File: src/rtl/pager_rx_seq.sv
module pager_rx_seq #(
  parameter int LINES    = 6,
  parameter int DUR_W    = 8,
  parameter int WU_N     = 6,
  parameter int LK_N     = 2,
  parameter int WD_N     = 3,
  parameter int ADDR_W   = 4,
  parameter int CLR_ADDR = 15
) (
  input  logic                                 clk,
  input  logic                                 rst_n,
  input  logic                                 tick,
  input  logic                                 start,
  input  logic                                 rate_chg,
  input  logic                                 proc_done,
  input  logic                                 low_bat,
  input  logic                                 cfg_we,
  input  logic [ADDR_W-1:0]                    cfg_addr,
  input  logic [LINES+DUR_W:0]                 cfg_wdata,
  output logic [LINES-1:0]                     rx_ctl,
  output logic [2:0]                           phase,
  output logic [$clog2(WU_N+LK_N+WD_N)-1:0]    stage_idx,
  output logic                                 rx_ready,
  output logic                                 bat_low
);
  localparam int NST      = WU_N + LK_N + WD_N;
  localparam int IDX_W    = $clog2(NST);
  localparam int REG_W    = LINES + DUR_W + 1;
  localparam int LK_FIRST = WU_N;
  localparam int LK_LAST  = WU_N + LK_N - 1;
  localparam int WD_FIRST = WU_N + LK_N;
  localparam int LAST     = NST - 1;

  localparam logic [2:0] PH_IDLE = 3'd0;
  localparam logic [2:0] PH_WU   = 3'd1;
  localparam logic [2:0] PH_LK   = 3'd2;
  localparam logic [2:0] PH_RDY  = 3'd3;
  localparam logic [2:0] PH_WD   = 3'd4;

  logic [REG_W-1:0] cfg [NST];
  logic [2:0]       ph;
  logic [IDX_W-1:0] st;
  logic [DUR_W-1:0] cnt;
  logic             flag;

  function automatic logic [DUR_W-1:0] dur_of(input logic [REG_W-1:0] w);
    return w[LINES+DUR_W-1:LINES];
  endfunction

  for (genvar i = 0; i < NST; i++) begin : g_reg
    always_ff @(posedge clk or negedge rst_n)
      if (!rst_n) cfg[i] <= '0;
      else if (cfg_we && cfg_addr == ADDR_W'(i)) cfg[i] <= cfg_wdata;
  end

  logic [REG_W-1:0] cur;
  logic [IDX_W-1:0] nxt_st;
  logic             running, stage_end, clr_req, bat_hit;

  assign cur       = cfg[st];
  assign nxt_st    = st + IDX_W'(1);
  assign running   = (ph == PH_WU) || (ph == PH_LK) || (ph == PH_WD);
  assign stage_end = running && tick && (cnt == '0);
  assign clr_req   = cfg_we && (cfg_addr == ADDR_W'(CLR_ADDR)) && cfg_wdata[0];
  assign bat_hit   = stage_end && cur[REG_W-1] && (ph != PH_LK) && low_bat;

  always_ff @(posedge clk or negedge rst_n) begin
    if (!rst_n) begin
      ph  <= PH_IDLE;
      st  <= '0;
      cnt <= '0;
    end else if (ph == PH_IDLE) begin
      if (start) begin
        ph  <= PH_WU;
        st  <= '0;
        cnt <= dur_of(cfg[0]);
      end
    end else if (ph == PH_RDY) begin
      if (proc_done) begin
        ph  <= PH_WD;
        st  <= IDX_W'(WD_FIRST);
        cnt <= dur_of(cfg[WD_FIRST]);
      end else if (rate_chg) begin
        ph  <= PH_LK;
        st  <= IDX_W'(LK_FIRST);
        cnt <= dur_of(cfg[LK_FIRST]);
      end
    end else if (tick) begin
      if (cnt != '0) begin
        cnt <= cnt - DUR_W'(1);
      end else if (st == IDX_W'(LK_LAST)) begin
        ph <= PH_RDY;
      end else if (st == IDX_W'(LAST)) begin
        ph <= PH_IDLE;
        st <= '0;
      end else begin
        st  <= nxt_st;
        cnt <= dur_of(cfg[nxt_st]);
        if (st == IDX_W'(WU_N - 1)) ph <= PH_LK;
      end
    end
  end

  always_ff @(posedge clk or negedge rst_n)
    if (!rst_n) flag <= 1'b0;
    else if (bat_hit) flag <= 1'b1;
    else if (clr_req) flag <= 1'b0;

  assign rx_ctl    = (ph == PH_IDLE) ? '0 : cur[LINES-1:0];
  assign phase     = ph;
  assign stage_idx = (ph == PH_IDLE || ph == PH_RDY) ? '0 : st;
  assign rx_ready  = (ph == PH_RDY);
  assign bat_low   = flag;

  a_r2_idle_exit: assert property (@(posedge clk) disable iff (!rst_n)
    (ph == PH_IDLE) |=> (ph == PH_IDLE) || (ph == PH_WU && st == '0));

  a_r3_hold_without_tick: assert property (@(posedge clk) disable iff (!rst_n)
    (running && !tick) |=> ($stable(ph) && $stable(st)));

  a_r5_lock_exit: assert property (@(posedge clk) disable iff (!rst_n)
    (ph == PH_LK) |=> (ph == PH_LK || ph == PH_RDY));

  a_r6_warmdown_exit: assert property (@(posedge clk) disable iff (!rst_n)
    (ph == PH_WD) |=> (ph == PH_WD || ph == PH_IDLE));

  a_r6_done_priority: assert property (@(posedge clk) disable iff (!rst_n)
    (ph == PH_RDY && proc_done) |=> (ph == PH_WD && st == IDX_W'(WD_FIRST)));

  a_r9_flag_sticky: assert property (@(posedge clk) disable iff (!rst_n)
    (flag && !clr_req) |=> flag);
endmodule

File: config.mk
export PLATFORM = sky130hd
export DESIGN_NAME = pager_rx_seq
export DESIGN_NICKNAME = d
export VERILOG_FILES = /design/src/rtl/pager_rx_seq.sv
export SDC_FILE = /design/constraint.sdc
export NUM_CORES = 1
export LEC_CHECK = 0
export CORE_MARGIN = 2
export CORE_UTILIZATION = 46
export CTS_CLUSTER_DIAMETER = 40
export DETAILED_ROUTE_END_ITERATION = 6
export REMOVE_ABC_BUFFERS = 1
export SLEW_MARGIN = 20
export SYNTH_ARGS = -nofsm -noshare
export SYNTH_HDL_FRONTEND = slang
export SYNTH_SLANG_ARGS = --single-unit
File: constraint.sdc
create_clock -name clk -period 3.95 [get_ports clk]
set_clock_uncertainty 0.2 [all_clocks]
set_input_delay 0.79 -clock clk [delete_from_list [all_inputs] [get_ports clk]]
set_output_delay 0.79 -clock clk [all_outputs]
set_load 0.03 [all_outputs]
* Yosys cells after proc, flatten, opt, wreduce, memory -nomap -nowiden
Index checks and enable logic that the tools add are counted.
Operators by class: mux-type cells 38, reductions and logical operators 31, $add $sub $neg 2, order comparisons 2, equality and inequality tests 25, bitwise logic cells 2
Operator list (number):
- 15-bit binary-select mux with 4-bit select | 2
- 8-bit 2-to-1 mux | 9
- 4-bit 2-to-1 mux | 10
- 15-bit 2-to-1 mux | 2
- 3-bit 2-to-1 mux | 10
- 14-bit 2-to-1 mux | 2
- 4-bit by 3-bit == test with 1-bit output, second input constant | 6
- 4-bit == test, second input constant | 5
- 1-bit logical AND | 18
- 5-bit AND reduction | 3
- 4-bit by 3-bit != test with 1-bit output, second input constant | 3
- 5-bit greater-or-equal comparator, second input constant | 2
- 4-bit NOT with 5-bit output | 2
- 3-bit by 2-bit != test with 1-bit output, second input constant | 3
- 4-bit by 2-bit == test with 1-bit output, second input constant | 2
- 8-bit zero test | 1
- 8-bit nonzero test | 1
- 8-bit by 1-bit subtractor with 8-bit output, second input constant | 1
- 3-bit by 2-bit == test with 1-bit output, second input constant | 2
- 6-bit 2-to-1 mux | 1
- 5-bit nonzero test | 1
- 4-bit by 1-bit adder with 4-bit output, second input constant | 1
- 4-bit by 1-bit == test with 1-bit output, second input constant | 1
- 4-bit zero test | 1
- other kinds (8) | 11
Storage, ports and cells: input bits 27, bits in registers 181, output and inout bits 15

* Logic depth before layout (Yosys ltp)
Gate-level depths: netlist of the first run.
depth after elaboration 11, depth in mapped cells 13, mapped depth without buffers 8

* Worst setup path before layout of the first run
No wires, ideal clock.
path kind flip-flop to flip-flop, start point register st[0], end point register cnt[5], period minus slack after synthesis 3.082 ns, buffers on the path 5, setup time 0.126 ns, slack 0.868 ns, data arrival time 2.756 ns, cell stages (with the launch flop) 13, cell sequence dfrtp_1 -> buf_4 -> buf_2 -> inv_1 -> buf_2 -> ha_1 -> buf_2 -> buf_2 -> mux2_2 -> a21oi_1 -> o32ai_1 -> nor4_1 -> o31ai_1
On the way: word-level cells in the longest chain between the ends 11, elaborated cells on any way between the ends 16, those cells by class add/sub: 1; eq/ne: 4; mux: 9; bitwise: 1; reduce/logical: 1
RTL lines:
- from (decl) | line 42 | logic [IDX_W-1:0] st;
- from (signal assigned) | line 81 | st <= IDX_W'(WD_FIRST);
- from (signal assigned) | line 85 | st <= IDX_W'(LK_FIRST);
- from (signal assigned) | line 97 | st <= nxt_st;
- 4-bit by 1-bit adder with 4-bit output | line 61 | assign nxt_st = st + IDX_W'(1);
- 4-bit NOT with 5-bit output (implied by the code) | line 98 | cnt <= dur_of(cfg[nxt_st]);
- 15-bit binary-select mux with 4-bit select | line 98
- 14-bit 2-to-1 mux (implied by the code) (2 in a row) | line 98
- 8-bit 2-to-1 mux | line 93 | end else if (st == IDX_W'(LAST)) begin
- 8-bit 2-to-1 mux | line 91 | end else if (st == IDX_W'(LK_LAST)) begin
- 8-bit 2-to-1 mux | line 89 | if (cnt != '0) begin
- 8-bit 2-to-1 mux | line 88 | end else if (tick) begin
- 8-bit 2-to-1 mux | line 78 | end else if (ph == PH_RDY) begin
- 8-bit 2-to-1 mux | line 72 | end else if (ph == PH_IDLE) begin
- to (signal assigned) | line 76 | cnt <= dur_of(cfg[0]);
- to (signal assigned) | line 82 | cnt <= dur_of(cfg[WD_FIRST]);
- to (signal assigned) | line 90 | cnt <= cnt - DUR_W'(1);
- to (decl) | line 43 | logic [DUR_W-1:0] cnt;
Parallel ways exist; a longest one is shown, timed or not. The select of a mux whose other input is x is not followed. A chain may end at the register's enable or synchronous reset.

* Final worst setup path of the first run
start point register st[0], end point output port rx_ctl[3]
On the way: word-level cells in the longest chain between the ends 5
RTL lines:
- 4-bit NOT with 5-bit output (implied by the code) | line 60 | assign cur = cfg[st];
- 15-bit binary-select mux with 4-bit select | line 60
- 15-bit 2-to-1 mux (implied by the code) (2 in a row) | line 60
- 6-bit 2-to-1 mux | line 109 | assign rx_ctl = (ph == PH_IDLE) ? '0 : cur[LINES-1:0];
- to (decl) | line 20 | output logic [LINES-1:0] rx_ctl,
No other way between the ends. The select of a mux whose other input is x is not followed.

==> metrics.yaml, run 1 <==
cells_and_area:
  layout_common_cells: "dfrtp_1, mux2_2, nor2_1"
  stdcell_area_um2: 10500
  drive_gt1_share_pct: 37.2
  mostFrequentLayoutCell: "dfrtp_1"
  area_growth_pct: 15.4
  nets: 787
  final_cells: 1032
  num_antenna_cells: 0
floorplan:
  start_util_pct: 46.9
  die-area_um2: 21000
  ios: 42
  coreArea_um2: 19500
  die_x_um: 145
  fp-row-count: 51
  die_h_um: 145
pwr:
  seqPwrFrac_pct: 35.0
  p_comb_share_pct: 42.0
  power.share.switching_pct: 36.4
  irDropWorstVdd_uv: 437
  clockPowerShare_pct: 22.9
  power.density_nw_per_um2: 727
  p_sw_uw: 2790
  p_leak_uw: 0.00444
  internal_power_uw: 4880
  report.power.total_uw: 7660
critical_path:
  startpoint_type: "register"
  crit_required_ps: 2960
  reg2reg_depth: 9
  worst_setup_path_end_kind: "primary output"
  cp.arrival_ps: 2660
  critPathKind: "reg2out"
  path_max_fanout: 29
drt:
  num_vias: 6016
  avgRoutedWirePerCell_um: 21.9
  viasPerCell: 5.83
  dr.first_iter.drc_count: 391
  wirelength_mm: 22.6
  route.detailed.drc: 0
  ant_nets: 0
  first_pass_iters: 5
synth:
  synthFlopType: "dfrtp_1"
  synthCells: 716
  synth-seq-cells: 181
  async_flop_share_pct: 100
  avgSynthCellArea_um2: 12.7
  yosysUniqueCellTypes: 59
  syn_area_um2: 9130
  yosysWarnings: 0
  ys_seq_area_share_pct: 49.6
  synth_edf_count: 0
timing:
  setup_viol: 0
  worst_slew_pin_slew_ps: 1050
  slew_headroom_pct: 29.8
  hold_viol: 0
  slew_viol_final: 0
  layout_worst_path_cycle_share_pct: 92.5
  fmax_ghz: 0.274
  layout_min_cycle_time_ps: 3650
  rsz0062_at_grt: "no"
min_path:
  hp-class: "in2async"
grt:
  grt_start_max_net_pins: 99
  grt_pass1_vias: 6397
  grtUsageTotal_pct: 23.5
  grt_pass1_wl_mm: 36.4
  antenna_found_initial: 0
  globalRouteOverflowTotal: 0
placed_design:
  gp_congestion: 0.892
  placed_area_um2: 9920
  place_inst: 1001
  placement.io_buffers: 41
  dpl.hpwl_mm: 15.0
run:
  maxCapViolCount: 0
clock_network:
  cts_root_buf: "clkbuf_16"
  tritoncts: "built"
  numCtsBuffers: 17
  clkSinkCount: 181
  clkTransAtPathRegs_ps: 70
  cts_max_path_buffers: 2
  htreeDepth: 4
  clock_latency_ps: 430
outcome:
  status: "finished clean"
[synthesized netlist by cell type, types with 2 or more instances]
| cell type | instances | share of area (%) |
|---|---|---|
| mux2_2 | 171 | 21 |
| o211ai_1 | 3 | 0.25 |
| a211oi_1 | 3 | 0.25 |
| mux4_2 | 30 | 7.4 |
| and2_1 | 2 | 0.14 |
| o22a_1 | 6 | 0.58 |
| nand3b_1 | 2 | 0.16 |
| nand2b_1 | 8 | 0.55 |
| xor2_1 | 2 | 0.19 |
| nor2b_1 | 16 | 1.1 |
| o22ai_1 | 7 | 0.48 |
| inv_1 | 9 | 0.37 |
| o31ai_1 | 10 | 0.82 |
| or2_2 | 2 | 0.14 |
| o221ai_1 | 3 | 0.29 |
| nand3_1 | 2 | 0.11 |
| ha_1 | 5 | 0.69 |
| nor3_1 | 10 | 0.55 |
| nor3b_1 | 2 | 0.16 |
| buf_2 | 14 | 0.77 |
| buf_6 | 3 | 0.37 |
| mux2i_1 | 28 | 3.1 |
| buf_4 | 2 | 0.16 |
| clkbuf_1 | 35 | 1.4 |
| nor2_1 | 48 | 2.0 |
| xnor2_1 | 3 | 0.29 |
| o21ai_1 | 2 | 0.11 |
| a21oi_1 | 31 | 1.7 |
| o21ai_0 | 20 | 1.1 |
| or3_1 | 2 | 0.14 |
| dfrtp_1 | 181 | 50 |
| nand2_1 | 25 | 1.0 |
| nor4_1 | 2 | 0.14 |
| nand4_1 | 2 | 0.14 |
[final timing paths]
path | startpoint | end | slack [ps]
setup / recovery | st[0] | rx_ctl[3] | 300
hold / removal | rst_n | cfg[133] | 270
setup reg to reg | st[0] | cnt[5] | 760
hold reg to reg | cfg[131] | cfg[131] | 300
max in group asynchronous | rst_n | cfg[2] | 2340
min in group clk | cfg[131] | cfg[131] | 300
[state kept, by name, indices dropped and copies added, names as in the netlist]
name	cells
phase	3
cnt	8
cfg	165
bat_low	1
st	4
[power by group through the flow]
stage,Clock (uW),Sequential [uW],Combinational [uW]
final,1760,2680,3220
after global routing,1890,2750,3490
after CTS,1800,2680,3230
after detailed placement,0,2720,3220
after global placement,0,2690,3160
after floorplan,0,2710,2140
[kinds of logic (layout without fill, tap and decap cells)]
| kind of cell | after synthesis | in the layout | synth area share, % |
|---|---|---|---|
| buffers and inverters | 64 | 115 | 3.15 |
| DFF | 181 | 181 | 49.6 |
| AOI/OAI and AO/OA | 100 | 100 | 7.13 |
| xor gates and xnor gates | 5 | 5 | 0.480 |
| adders and majority gates | 5 | 5 | 0.685 |
| muxes | 231 | 231 | 31.9 |
| and+or+nand+nor | 130 | 130 | 7.09 |
[cell type report]
| class | count | area [um^2] |
|---|---|---|
| clock buffers | 19 | 453 |
| clock inverters | 12 | 165 |
| fillers | 1629 | 8920 |
| inverters | 9 | 33.8 |
| multi-input cells | 471 | 4330 |
| flip-flops and latches | 181 | 4530 |
| well taps | 265 | 332 |
| repair buffers | 75 | 692 |
[worst max-delay path: stages, from the launching register on]
cell,delay (ps)
dfrtp_4,660
buf_4,500
nor2_1,90
a21oi_1,140
o22a_1,190
nor2_1,60
clkdlybuf4s50_1,590
[metal layers]
metal | GRT usage, % | share of wire [%]
met4 | 7.72 | 2.4
met3 | 4.44 | 4.4
met1 | 32.7 | 46
met5 | 0 | 0
met2 | 37.2 | 47
[timing repair]
item | 4_1_cts | 5_1_grt
endpoints found under the setup margin | 0 | 3
setup buffers | 0 | 0
endpoints found under the hold margin | 0 | 0
gates resized for setup | 0 | 1
hold buffers | 0 | 0
[per-stage QoR]
step	hold slack (ps)	util, %	worst slack [ps]	setup TNS (ps)
6_report	268	54.1	297	0
5_1_grt	315	54.1	48.4	0
4_1_cts	303	54.1	102	0
3_5_place_dp	287	51.0	601	0
3_3_place_gp	281	51.0	571	0
2_1_floorplan	271	-	-580	-4290
Note: power is estimated with default switching activity, not from simulation.
==> run 2: changes to the inputs <==
- CAP_MARGIN: default -> 20
==> results of run 2 <==
Same layout as run 1: the final DEF is identical, and so are final timing and power.
==> run 3: changes to the inputs <==
- CORE_MARGIN: 2 -> default
- MAX_ROUTING_LAYER: default -> met4
- RECOVER_POWER: default -> 25
==> run 3 against run 2 <==
Against the previous run:
- largest power group unchanged
- clock power fell by 9.7%
- largest cell class unchanged
- final cell count barely moved
- the flow now finishes with violations (capacitance limit, slew limit)
- total power fell by 2.6%
- final area fell by 0.94%
- critical endpoint is now rx_ctl[1]
- global-route usage rose by 1.1 points
==> metrics.yaml, run 3 (synthesized netlist as in run 1, its figures left out) <==
min_path:
  holdCritStartpoint: "cfg[134]"
  min_to: "cfg[134]"
  hp-class: "reg2reg"
  min_path_cells: 1
cells_and_area:
  mostFrequentLayoutCell: "dfrtp_1"
  drive_gt1_share_pct: 37.0  # -0.18 points
  num_antenna_cells: 0  # unchanged
  nFillCells: 1679  # +3.1%
  top_register: "cfg"
  area_growth_pct: 14.4
  largest_reg_flops: 165  # unchanged
  nets: 788  # +0.13%
  reg_top3: "cfg (165), cnt (8), st (4)"
  layout_common_cells: "dfrtp_1, mux2_2, nor2_1"
  post-route-util_pct: 53.6  # -0.51 points
pwr:
  internal_power_uw: 4690  # -3.8%
  irDropWorstVdd_uv: 444  # +1.4%
  power.density_nw_per_um2: 715  # -1.7%
  clockPowerShare_pct: 21.3  # -1.6 points
  report.power.total_uw: 7470  # -2.6%
  power.share.switching_pct: 37.2  # +0.77 points
  seqPwrFrac_pct: 35.9  # +0.9 points
  p_sw_uw: 2770  # -0.54%
  p_leak_uw: 0.00439  # -1.2%
  p_comb_share_pct: 42.8  # +0.8 points
grt:
  globalRouteOverflowTotal: 0  # unchanged
  antenna_found_initial: 0  # unchanged
  grt_pass1_vias: 6291  # -1.7%
  grt_start_max_net_pins: 91  # -8.1%
  grtUsageTotal_pct: 24.6  # +1.1 points
  grt_pass1_wl_mm: 35.8  # -1.5%
placed_design:
  dpl.hpwl_mm: 15.0  # +0.33%
  pre_cts_ws_ps: 513  # -87.7 ps
  gp_congestion: 0.866  # -2.9%
  placement.io_buffers: 41  # unchanged
outcome:
  violations: "capacitance limit, slew limit"
  status: "complete, but fails checks"
drt:
  dr.first_iter.drc_count: 318  # -19%
  ant_nets: 0  # unchanged
  avgRoutedWirePerCell_um: 21.8  # -0.77%
  wirelength_mm: 22.5  # -0.67%
  first_pass_iters: 5  # unchanged
  viasPerCell: 5.88  # +0.83%
  route.detailed.drc: 0  # unchanged
  num_vias: 6072  # +0.93%
clock_network:
  cts_hold_buf: 0  # unchanged
  htreeDepth: 4  # unchanged
  clkSinkCount: 181  # unchanged
  tritoncts: "built"
  cts_root_buf: "clkbuf_16"
  clock_latency_ps: 430  # about the same
  cts_setup_buffers: 0  # unchanged
  numCtsBuffers: 17  # unchanged
  clkTransAtPathRegs_ps: 70  # about the same
  cts_max_path_buffers: 2  # unchanged
  ctsResizeCount: 0  # unchanged
critical_path:
  r2r-end: "cnt[4]"
  reg2reg_from: "st[0]"
  path_max_fanout: 20  # -31%
  r2r_setup_slack_ps: 450  # -310 ps
  crit_required_ps: 2960  # about the same
  critPathKind: "reg2out"
  reg2reg_depth: 9  # unchanged
  worst_setup_path_end_kind: "primary output"
  startpoint_type: "register"
  cp.arrival_ps: 2770  # +110 ps
timing:
  slew_viol_final: 91  # +91
  layout_min_cycle_time_ps: 3760  # +111 ps
  layout_worst_path_cycle_share_pct: 95.3  # +2.8 points
  slew_headroom_pct: -53.8  # -84 points
  worst_hold_slack_ps: 302  # +33.3 ps
  worst_slew_pin_slew_ps: 2310  # +1260 ps
  hold_viol: 0  # unchanged
  worst_slack_ps: 186  # -111 ps
  setup_viol: 0  # unchanged
  rsz0062_at_grt: "no"
  fmax_ghz: 0.266  # -2.9%
floorplan:
  die_h_um: 143  # -1.4%
  start_util_pct: 46.9  # unchanged
  die-area_um2: 20400  # -2.7%
  coreArea_um2: 19500  # unchanged
  fp-row-count: 51  # unchanged
  ios: 42  # unchanged
  die_x_um: 143  # -1.4%
run:
  maxCapViolCount: 1  # +1
==> run 3: changes by cell type in the layout (fill, tap and decap cells not counted), sizes merged <==
cell / change
clkinvlp: +4
bufinv: -2
buf: -1
clkinv: +1
inv: -1
==> run 3: final cells by class <==
type / instances / area (um^2) / area share, %
timing repair buffer: 76 / 664 / 6.36
clock buffer: 17 / 425 / 4.08
sequential: 181 / 4530 / 43.4
clock inverter: 14 / 126 / 1.21
inverter: 9 / 33.8 / 0.324
tap: 265 / 332 / 3.18
multi-input combinational: 471 / 4330 / 41.4
==> run 3: worst max-delay path, stage by stage, from the launching register on <==
cell             delay [ps]
dfrtp_2                 770
inv_1                   120
nor2_1                  130
buf_4                   190
a21oi_1                  80
o22a_1                  190
nor2_1                  160
clkdlybuf4s50_1         700
==> run 3: how the worst max path moves through the flow <==
stage          startpoint   endpoint
2_1_floorplan       st[0]     cnt[7]
3_3_place_gp        st[0]  rx_ctl[1]
3_5_place_dp        st[0]     cnt[4]
4_1_cts             st[0]  rx_ctl[1]
5_1_grt             st[0]  rx_ctl[2]
6_report            st[0]  rx_ctl[1]
==> run 3: through the flow <==
| step | cells | setup TNS, ps | cell area (um^2) |
|---|---|---|---|
| floorplan | 661 | -4290 | 8870 |
| global placement | 1002 | 0 | 9900 |
| detailed placement | 1002 | 0 | 9900 |
| CTS | 1033 | 0 | 10400 |
| global route | 1033 | 0 | 10400 |
| finish | 1033 | 0 | 10400 |
==> run 3: power groups by stage <==
stage,Sequential (uW),Combinational [uW],Clock (uW)
floorplan,2710,2140,0
global placement,2690,3130,0
detailed placement,2720,3190,0
CTS,2680,3210,1630
global route,2750,3440,1700
finish,2680,3190,1590
==> run 3: per-layer routing <==
| metal | share of wire (%) | vias up | global-route usage (%) |
|---|---|---|---|
| met5 | 0 | - | - |
| li1 | - | 2702 | - |
| met4 | 1.5 | 0 | 6.45 |
| met1 | 45 | 3160 | 32.0 |
| met2 | 49 | 177 | 39.4 |
| met3 | 4.2 | 33 | 4.73 |
